**src/rtl/scan_seq_pkg.sv**
```systemverilog
package scan_seq_pkg;
    localparam int NUM_CH      = 18;
    localparam int CH_PER_CARD = 6;
    localparam int NUM_PASS    = 8;
    localparam int LEN_W       = 19;
    localparam int DEFAULT_LEN = 262144;

    localparam int NUM_CARD = NUM_CH / CH_PER_CARD;
    localparam int NUM_LINE = NUM_CH * NUM_PASS;
    localparam int CH_W     = $clog2(NUM_CH);
    localparam int PASS_W   = $clog2(NUM_PASS);
    localparam int LINE_W   = $clog2(NUM_LINE);
    localparam int CARD_W   = $clog2(NUM_CARD);
    localparam int LOC_W    = $clog2(CH_PER_CARD);

    typedef enum logic {
        SWEEP_FWD = 1'b0,
        SWEEP_REV = 1'b1
    } sweep_e;

    typedef struct packed {
        logic [PASS_W-1:0] pass;
        logic [CH_W-1:0]   ch;
        logic [LEN_W-1:0]  smp;
    } scan_pos_t;

    function automatic sweep_e sweep_of(input logic [PASS_W-1:0] pass);
        return pass[0] ? SWEEP_REV : SWEEP_FWD;
    endfunction

    function automatic scan_pos_t advance(input scan_pos_t p, input logic line_end);
        scan_pos_t n;
        n = p;
        if (!line_end) begin
            n.smp = p.smp + LEN_W'(1);
        end else begin
            n.smp = '0;
            if (p.ch == CH_W'(NUM_CH - 1)) begin
                n.ch   = '0;
                n.pass = (p.pass == PASS_W'(NUM_PASS - 1)) ? '0 : p.pass + PASS_W'(1);
            end else begin
                n.ch = p.ch + CH_W'(1);
            end
        end
        return n;
    endfunction
endpackage

```
**src/rtl/scan_len_reg.sv**
```systemverilog
module scan_len_reg
    import scan_seq_pkg::*;
(
    input  logic             clk,
    input  logic             rst,
    input  logic             we_i,
    input  logic [LEN_W-1:0] val_i,
    output logic [LEN_W-1:0] len_o
);
    logic [LEN_W-1:0] len_q;

    always_ff @(posedge clk) begin
        if (rst) begin
            len_q <= LEN_W'(DEFAULT_LEN);
        end else if (we_i) begin
            len_q <= (val_i == '0) ? LEN_W'(1) : val_i;
        end
    end

    assign len_o = len_q;

    // a stored length of zero would leave no line end
    assert_len_nonzero_R10: assert property (@(posedge clk) disable iff (rst)
        len_q != '0);

    // a write is visible the cycle after the strobe
    assert_len_write_R10: assert property (@(posedge clk) disable iff (rst)
        (we_i && val_i != '0) |=> (len_q == $past(val_i)));
endmodule

```
**src/rtl/scan_pos_ctr.sv**
```systemverilog
module scan_pos_ctr
    import scan_seq_pkg::*;
(
    input  logic             clk,
    input  logic             rst,
    input  logic             valid_i,
    input  logic             sof_i,
    input  logic [LEN_W-1:0] len_i,
    output scan_pos_t        cur_o,
    output logic             eol_o,
    output logic             eop_o,
    output logic             eof_o
);
    scan_pos_t pos_q;
    scan_pos_t cur;
    logic      last_smp;

    always_comb begin
        cur      = sof_i ? '0 : pos_q;
        last_smp = (cur.smp >= len_i - LEN_W'(1));
        eol_o    = valid_i && last_smp;
        eop_o    = eol_o && (cur.ch == CH_W'(NUM_CH - 1));
        eof_o    = eop_o && (cur.pass == PASS_W'(NUM_PASS - 1));
    end

    always_ff @(posedge clk) begin
        if (rst) begin
            pos_q <= '0;
        end else if (valid_i) begin
            pos_q <= advance(cur, last_smp);
        end else if (sof_i) begin
            pos_q <= '0;
        end
    end

    assign cur_o = cur;

    // a finished line that is not the pass end moves to the next channel
    assert_chan_step_R2: assert property (@(posedge clk) disable iff (rst)
        (eol_o && !eop_o) |=> (sof_i || cur.ch == $past(cur.ch) + CH_W'(1)));

    // after the frame end the origin follows
    assert_frame_wrap_R7: assert property (@(posedge clk) disable iff (rst)
        eof_o |=> (cur.ch == '0 && cur.pass == '0 && cur.smp == '0));

    // an idle cycle keeps the position
    assert_idle_hold_R9: assert property (@(posedge clk) disable iff (rst)
        (!valid_i && !sof_i) |=> (pos_q == $past(pos_q)));

    // a start-of-frame with no sample clears the position
    assert_sof_clear_R8: assert property (@(posedge clk) disable iff (rst)
        (sof_i && !valid_i) |=> (pos_q == '0));
endmodule

```
**src/rtl/scan_chan_map.sv**
```systemverilog
module scan_chan_map
    import scan_seq_pkg::*;
(
    input  logic              clk,
    input  logic              rst,
    input  logic              valid_i,
    input  scan_pos_t         pos_i,
    output logic [NUM_CH-1:0] we_o,
    output logic [CARD_W-1:0] card_o,
    output logic [LOC_W-1:0]  local_o,
    output logic [LINE_W-1:0] line_o,
    output sweep_e            sweep_o
);
    logic [NUM_CARD-1:0] card_hit;

    for (genvar c = 0; c < NUM_CH; c++) begin : g_we
        assign we_o[c] = valid_i && (pos_i.ch == CH_W'(c));
    end

    for (genvar k = 0; k < NUM_CARD; k++) begin : g_card
        assign card_hit[k] = (pos_i.ch >= CH_W'(k * CH_PER_CARD)) &&
                             (pos_i.ch <  CH_W'((k + 1) * CH_PER_CARD));
    end

    always_comb begin
        card_o  = '0;
        local_o = '0;
        for (int k = 0; k < NUM_CARD; k++) begin
            if (card_hit[k]) begin
                card_o  = CARD_W'(k);
                local_o = LOC_W'(pos_i.ch - CH_W'(k * CH_PER_CARD));
            end
        end
    end

    assign line_o  = LINE_W'(pos_i.pass) * LINE_W'(NUM_CH) + LINE_W'(pos_i.ch);
    assign sweep_o = sweep_of(pos_i.pass);

    // one buffer at most is written, and exactly one with a sample
    assert_we_onehot_R2: assert property (@(posedge clk) disable iff (rst)
        $onehot0(we_o) && (valid_i == ($countones(we_o) == 1)));

    // the channel falls inside exactly one card
    assert_card_unique_R3: assert property (@(posedge clk) disable iff (rst)
        $countones(card_hit) == 1);
endmodule

```
**src/rtl/scan_line_sequencer.sv**
```systemverilog
module scan_line_sequencer
    import scan_seq_pkg::*;
(
    input  logic              clk,
    input  logic              rst,
    input  logic              pix_valid_i,
    input  logic              sof_i,
    input  logic              len_we_i,
    input  logic [LEN_W-1:0]  len_val_i,
    output logic [CH_W-1:0]   chan_o,
    output logic [CARD_W-1:0] card_o,
    output logic [LOC_W-1:0]  local_o,
    output logic [LINE_W-1:0] line_o,
    output logic [PASS_W-1:0] pass_o,
    output logic              sweep_rev_o,
    output logic [NUM_CH-1:0] buf_we_o,
    output logic              eol_o,
    output logic              eop_o,
    output logic              eof_o
);
    logic [LEN_W-1:0] line_len;
    scan_pos_t        pos;
    sweep_e           sweep;

    scan_len_reg u_len (
        .clk   (clk),
        .rst   (rst),
        .we_i  (len_we_i),
        .val_i (len_val_i),
        .len_o (line_len)
    );

    scan_pos_ctr u_pos (
        .clk     (clk),
        .rst     (rst),
        .valid_i (pix_valid_i),
        .sof_i   (sof_i),
        .len_i   (line_len),
        .cur_o   (pos),
        .eol_o   (eol_o),
        .eop_o   (eop_o),
        .eof_o   (eof_o)
    );

    scan_chan_map u_map (
        .clk     (clk),
        .rst     (rst),
        .valid_i (pix_valid_i),
        .pos_i   (pos),
        .we_o    (buf_we_o),
        .card_o  (card_o),
        .local_o (local_o),
        .line_o  (line_o),
        .sweep_o (sweep)
    );

    assign chan_o      = pos.ch;
    assign pass_o      = pos.pass;
    assign sweep_rev_o = (sweep == SWEEP_REV);

    // ending a pass inside a frame flips the sweep direction
    assert_sweep_flip_R5: assert property (@(posedge clk) disable iff (rst)
        (eop_o && !eof_o) |=> (sof_i || sweep_rev_o != $past(sweep_rev_o)));

    // frame end implies pass end, which implies line end
    assert_marker_nest_R7: assert property (@(posedge clk) disable iff (rst)
        (!eof_o || eop_o) && (!eop_o || eol_o));

    // no marker without a sample
    assert_marker_valid_R6: assert property (@(posedge clk) disable iff (rst)
        eol_o |-> pix_valid_i);
endmodule

```
**config.mk**
```make
export PLATFORM = sky130hd
export DESIGN_NAME = scan_line_sequencer
export DESIGN_NICKNAME = d
export VERILOG_FILES = /design/src/rtl/scan_seq_pkg.sv /design/src/rtl/scan_len_reg.sv /design/src/rtl/scan_pos_ctr.sv /design/src/rtl/scan_chan_map.sv /design/src/rtl/scan_line_sequencer.sv
export SDC_FILE = /design/constraint.sdc
export NUM_CORES = 1
export LEC_CHECK = 0
export BUFFER_PORTS_ARGS = -buffer_cell sky130_fd_sc_hd__buf_2
export CORE_ASPECT_RATIO = 0.7
export CORE_MARGIN = 2
export CORE_UTILIZATION = 42
export CTS_CLUSTER_DIAMETER = 150
export CTS_CLUSTER_SIZE = 16
export DETAILED_ROUTE_END_ITERATION = 10
export PLACE_DENSITY = 0.63
export RECOVER_POWER = 100
export SYNTH_ARGS = -nofsm -noshare
export SYNTH_HDL_FRONTEND = slang
export SYNTH_SLANG_ARGS = --single-unit
```
**constraint.sdc**
```tcl
create_clock -name clk -period 7.9 [get_ports clk]
set_clock_uncertainty 0.1 [all_clocks]
set_input_delay 0 -clock clk [delete_from_list [all_inputs] [get_ports clk]]
set_output_delay 0 -clock clk [all_outputs]
set_load 0.005 [all_outputs]
```
==> impl_metrics.py, run 1 <==
metrics = {
    "status": {
        "status": "finished, violations left",
        "violations": "capacitance limit, slew limit",
    },
    "global_route": {
        "grt_start_max_net_pins": 55,
        "grt_use_total": 0.183,
        "grt_pass1_wl_mm": 13.7,
        "met1_usage": 0.258,
        "grt_pass1_vias": 2923,
        "grtUsageMet3": 0.0396,
        "met2_usage": 0.288,
        "grt_overflow": 0,
        "antenna_found_initial": 0,
        "grt_busiest_layer": "met2",
    },
    "yosys": {
        "synthArstFlopShare": 0,
        "synth_edf_count": 0,
        "synth-main-ff-cell": "dfxtp_1",
        "yosys.area_share.adder": 0.128,
        "ys_seq_area_frac": 0.258,
        "synth_top_area_frac": 0.258,
        "synth_area_leaders": "dfxtp_1, ha_1, mux2i_1",
        "syn-cell-area_um2": 3570,
        "yosys.area.top_type": "dfxtp_1",
        "synthesis.nets": 476,
        "syn-mean-instance-area_um2": 8.58,
        "ys_ff_latch": 46,
        "synth_common_cells": "dfxtp_1, nor2_1, ha_1",
        "synth_top_family_by_area": "simple AND/OR/NAND/NOR gates",
        "synth-compound-area-share": 0.0834,
        "yosys_warnings": 0,
        "synth-simple-area-share": 0.327,
        "netlist_instances": 416,
        "yosysMostFrequentCell": "dfxtp_1",
        "ys_types": 58,
        "synthMuxAreaShare": 0.0722,
        "synth_xor_area_frac": 0.0883,
    },
    "sta": {
        "setup_viol": 0,
        "slew_viol_final": 55,
        "fmax_ghz": 0.197,
        "timing.final.crit_share": 0.644,
        "relSlewSlack": -0.526,
        "tightest_slew_ns": 2.29,
        "hold_viol": 0,
        "finalCriticalPeriod_ns": 5.09,
        "rsz0062_at_grt": "false",
        "tns_ns": 0,
        "setup_slack_ns": 2.81,
        "hold_slack_ns": 0.0270,
    },
    "cts": {
        "cts_resized": 0,
        "clk_pin_slew_ns": 0.06,
        "cts_root_buffer": "clkbuf_16",
        "cts_setup_buffers": 0,
        "cts_tree": "built",
        "clock_path_buffers": 2,
        "insertion_delay_ns": 0.29,
        "cts_buffers": 5,
        "clock-sinks": 46,
        "cts_max_level": 2,
    },
    "die": {
        "coreArea_um2": 8340,
        "rows": 28,
        "dieHeight_um": 81.1,
        "initial_core_util": 0.428,
        "io_pins": 67,
        "die_area_um2": 9270,
        "die_width_um": 114,
    },
    "worst_setup_path": {
        "crit_start": "u_len.len_o[2]",
        "cp_data_arrival_time_ns": 4.99,
        "cp_max_fo": 8,
        "start_kind": "register",
        "path_class": "reg2out",
        "required_ns": 7.80,
        "r2r-start": "u_len.len_o[2]",
        "cp-end-kind": "output port",
    },
    "drt": {
        "drt-total-wl_mm": 8.23,
        "drc_errors": 0,
        "final_antenna_net_count": 0,
        "vias": 3143,
        "wl_per_cell_um": 13.8,
        "dr.pass1.iters": 4,
        "first_iter_violations": 123,
        "viasPerCell": 5.27,
    },
    "finish": {
        "areaGrowthSynthToFinish_pct": 16.9,
        "antenna-diode-count": 0,
        "drive_above_1_share": 0.153,
        "fin_util": 0.501,
        "nets": 550,
    },
    "power_and_ir_drop": {
        "ir_drop_mv": 0.0924,
        "power_density_nw_per_um2": 129,
        "leakage_uw": 0.00189,
    },
    "worst_hold_path": {
        "hold_start": "pix_valid_i",
        "min_path_type": "in2reg",
    },
    "placed_design": {
        "place_congestion": 0.861,
        "io_buffers": 66,
        "hpwl_mm": 5.99,
        "post-place-ws_ns": 3.69,
    },
    "job": {
        "cap_viol_max_count": 1,
    },
}
## cells in the final DEF, fill, tap and decap left out, types with 3 or more instances in the layout
cell	n
a21oi_1	13
o21ai_0	7
and3_1	7
inv_1	15
nor2_1	41
nand4_1	8
nand3_1	10
xnor2_1	18
dfxtp_1	46
a21o_1	4
dlygate4sd3_1	19
and2_0	9
and2_1	7
clkbuf_2	7
clkbuf_16	5
mux2i_1	19
nor4_2	3
nor3b_1	3
buf_2	43
nor2b_1	24
nor4_1	11
mux2_1	5
clkbuf_1	17
nor3_1	28
nand2_1	24
nand2b_1	8
ha_1	35
xor2_1	18
## cells by family after synthesis
logic type | Yosys count
simple gates | 201
flops | 46
compound gates | 39
xor+xnor | 36
fa+ha+maj | 36
buf+inv | 34
mux | 24
## power by group
part           internal [uW]  switching, uW  total, uW
clock network            126           87.4        213
registers                238           7.48        246
logic                   38.6           42.7       81.3
## critical path, cell delays in order (launching register included)
cell and delay (ns):
dfxtp_1 0.35, nor4_1 0.38, nand2_1 0.16, nor4_1 0.48, nand2_1 0.19, nor4_1 0.30, xnor2_1 0.17, ha_1 0.27
a21o_1 0.17, a21o_1 0.18, a221oi_1 1.04, a21boi_0 0.55, and2_0 0.33, buf_2 0.12
## sequential cells by signal (all words and copies together), names as in the netlist
signal / cells
u_len.len_o: 19
u_pos.pos_q: 27
## path summary, 6_finish.rpt
path / cells past startpoint / end / slack (ns)
worst max register to register: 12 / u_pos.pos_q[24] / 2.98
worst min register to register: 2 / u_len.len_o[0] / 0.42
worst max-delay path: 13 / eof_o / 2.81
worst min-delay path: 3 / u_pos.pos_q[0] / 0.03
## routing by layer
| metal | vias to the layer above | share of wire |
|---|---|---|
| li1 | 1600 | - |
| met5 | - | 0 |
| met2 | 61 | 0.44 |
| met4 | 0 | 0.0083 |
| met1 | 1477 | 0.50 |
| met3 | 5 | 0.047 |
## final cells by class
class / instances / area [um^2]
clock inverter: 1 / 5.00
sequential: 46 / 921
fill: 807 / 4160
clock buffer: 7 / 143
multi-input combinational: 336 / 2410
inverter: 16 / 60.1
timing repair buffer: 85 / 500
tap: 105 / 131
## stage by stage
stage | power, uW | cell area, um^2 | instances
CTS | 547 | 4280 | 596
detailed placement | 326 | 3940 | 569
global route | 566 | 4180 | 596
finish | 540 | 4180 | 596
floorplan | 308 | 3570 | 416
global placement | 324 | 3940 | 569
## repair_timing
action,4_1_cts,5_1_grt
hold buffers,19,0
endpoints found under the hold margin,19,0
endpoints found under the setup margin,0,0
(Power assumes the default switching activity.)
==> run 2, diff against run 1 <==
Settings changed: ABC_AREA set to 1.
Clock period 7.9 ns to 4.7 ns, I/O delays scaled along.
==> run 2 against run 1 <==
Net effect:
- the run now ends clean
- hold slack gained 0.32 ns
- first-iteration DRC count increased by 110%
- register-to-register slack lost 2.3 ns
- non-clock buffer count rose by 3
- combinational power increased by 92%
- sequential power up 70%
- largest power group unchanged
==> impl_metrics.py, run 2 <==
metrics = {
    "global_route": {
        "grt_start_max_net_pins": 31,
        "antenna_found_initial": 0,
        "grt_overflow": 0,
        "grt_use_total": 0.222,
        "grt_pass1_vias": 3387,
        "grt_pass1_wl_mm": 16.4,
    },
    "power_and_ir_drop": {
        "leakage_uw": 0.00213,
        "switchingPower_uw": 271,
        "p_comb_frac": 0.158,
        "ir_drop_mv": 0.169,
        "power_density_nw_per_um2": 231,
        "power_frac_clock": 0.420,
        "seqPwrFrac": 0.422,
        "swShare": 0.274,
        "p_int_uw": 717,
    },
    "drt": {
        "dr.pass1.iters": 5,
        "drt-total-wl_mm": 9.66,
        "vias": 3739,
        "wl_per_cell_um": 13.1,
        "viasPerCell": 5.06,
        "final_antenna_net_count": 0,
        "drc_errors": 0,
        "first_iter_violations": 257,
    },
    "worst_setup_path": {
        "cp_max_fo": 16,
        "start_kind": "register",
        "required_ns": 4.82,
        "cp_data_arrival_time_ns": 4.11,
        "cp-end-kind": "register",
        "path_class": "reg2reg",
    },
    "finish": {
        "n_fill_cell": 854,
        "antenna-diode-count": 0,
        "fin_util": 0.514,
        "fin_cells": 739,
        "nets": 693,
        "regArea_um2": 921,
        "largest_register_ff_count": 27,
        "regMostFlops": "u_pos.pos_q",
        "multi_input_area_um2": 2260,
        "drive_above_1_share": 0.0946,
        "layout_commonest_cell": "nor2_1",
        "final_cell_mix": "nor2_1, nand2_1, inv_1, dfxtp_1, ha_1",
        "areaGrowthSynthToFinish_pct": 20.4,
    },
    "cts": {
        "clk_pin_slew_ns": 0.07,
        "clock_path_buffers": 2,
        "cts_root_buffer": "clkbuf_16",
        "clock-sinks": 46,
        "cts_resized": 0,
        "cts_tree": "built",
        "cts_buffers": 5,
        "cts_max_level": 2,
        "cts_setup_buffers": 0,
        "insertion_delay_ns": 0.30,
    },
    "yosys": {
        "yosys.area.top_type": "dfxtp_1",
        "synthesis.nets": 611,
        "ys_ff_latch": 46,
        "synthArstFlopShare": 0,
        "synth-main-ff-cell": "dfxtp_1",
        "netlist_instances": 551,
        "synth_top_area_frac": 0.259,
        "synth_edf_count": 0,
        "syn-mean-instance-area_um2": 6.46,
        "ys_types": 34,
        "synth_common_cells": "nor2_1, nand2_1, inv_1",
        "syn-cell-area_um2": 3560,
        "yosys_warnings": 0,
        "synth_area_leaders": "dfxtp_1, ha_1, nor2_1",
        "yosysMostFrequentCell": "nor2_1",
        "ys_seq_area_frac": 0.259,
    },
    "placed_design": {
        "place_congestion": 0.888,
        "placedCellCount": 709,
        "io_buffers": 66,
        "hpwl_mm": 7.28,
    },
    "sta": {
        "slew_viol_final": 0,
        "hold_slack_ns": 0.345,
        "timing.final.crit_share": 0.850,
        "tightest_slew_ns": 1.09,
        "hold_viol": 0,
        "fmax_ghz": 0.250,
        "relSlewSlack": 0.273,
        "finalCriticalPeriod_ns": 3.99,
        "rsz0062_at_grt": "false",
        "setup_viol": 0,
        "tns_ns": 0,
    },
    "die": {
        "initial_core_util": 0.427,
        "dieHeight_um": 81.0,
        "coreArea_um2": 8340,
        "die_area_um2": 9230,
        "rows": 28,
        "die_width_um": 114,
        "io_pins": 67,
    },
    "status": {
        "status": "completed",
    },
    "worst_hold_path": {
        "min_path_type": "in2reg",
    },
    "job": {
        "cap_viol_max_count": 0,
    },
}
## run 2: changes by cell type after synthesis, moves of 15 or more
cell | previous run | this run
a21oi_1 | 13 | 32
and2_1 | 16 | 1
inv_1 | 13 | 67
mux2i_1 | 19 | 0
nand2_1 | 24 | 108
nand3_1 | 10 | 25
nor2_1 | 41 | 114
nor2b_1 | 24 | 0
nor3_1 | 28 | 5
o21ai_0 | 6 | 24
## run 2: final cells by class
cell class | instances | area share
Multi-Input combinational cell | 417 | 0.528
Sequential cell | 46 | 0.215
Timing Repair Buffer | 88 | 0.121
Inverter | 75 | 0.0657
Tap cell | 105 | 0.0307
Clock buffer | 5 | 0.0292
Clock inverter | 3 | 0.0102
## run 2: cell families (layout without fill, tap and decap cells)
| logic type | Yosys count | in the layout | synth area share |
|---|---|---|---|
| simple gates | 287 | 287 | 0.347 |
| buf+inv | 88 | 171 | 0.0992 |
| compound gates | 65 | 65 | 0.0950 |
| flops | 46 | 46 | 0.259 |
| fa+ha+maj | 36 | 36 | 0.129 |
| xor+xnor | 29 | 29 | 0.0714 |
## run 2: critical path, stage by stage, from the launching register on
cell     delay, ns
dfxtp_1       0.31
inv_1         0.13
ha_1          0.29
nand2_1       0.11
nor2_1        0.27
nand4_1       0.20
or3_1         0.35
a21oi_1       0.14
ha_1          0.25
inv_1         0.06
nor2_1        0.05
nand2_1       0.08
nor2_1        0.06
a21oi_1       0.15
nand3_1       0.26
nand2_1       0.42
nand2_1       0.44
a21oi_1       0.24
## run 2: metrics by stage
step / setup WS, ns / power, uW / area [um^2]
after floorplan: 1.77 / 523 / 3560
after global placement: 1.06 / 563 / 3950
after detailed placement: 0.800 / 565 / 3950
after CTS: 0.792 / 996 / 4340
after global routing: 0.178 / 1030 / 4280
final: 0.707 / 988 / 4280
## run 2: routing by layer
| metal | vias up | track usage | wire [um] |
|---|---|---|---|
| li1 | 1922 | - | - |
| met1 | 1685 | 0.328 | 4970 |
| met2 | 122 | 0.342 | 3930 |
| met3 | 10 | 0.0291 | 634 |
| met4 | 0 | 0.0537 | 116 |
| met5 | - | 0 | 0 |
## run 2: worst paths after layout
path	from	end	slack (ns)	depth (start not counted)
setup / recovery	u_len.len_o[0]	u_pos.pos_q[0]	0.71	17
hold / removal	len_we_i	u_len.len_o[2]	0.34	2
setup reg to reg	u_len.len_o[0]	u_pos.pos_q[0]	0.71	17
hold reg to reg	u_len.len_o[18]	u_len.len_o[18]	0.40	2
## run 2: timing repair
item                                   4_1_cts  5_1_grt
hold buffers                                22        0
endpoints found under the hold margin       23        0
setup endpoints to repair                    0        0
## run 2: power by group through the flow
stage	sequential (uW)	clock [uW]	combinational, uW
2_1_floorplan	421	0	101
3_3_place_gp	425	0	137
3_5_place_dp	426	0	139
4_1_cts	416	425	154
5_1_grt	419	438	176
6_report	417	415	156
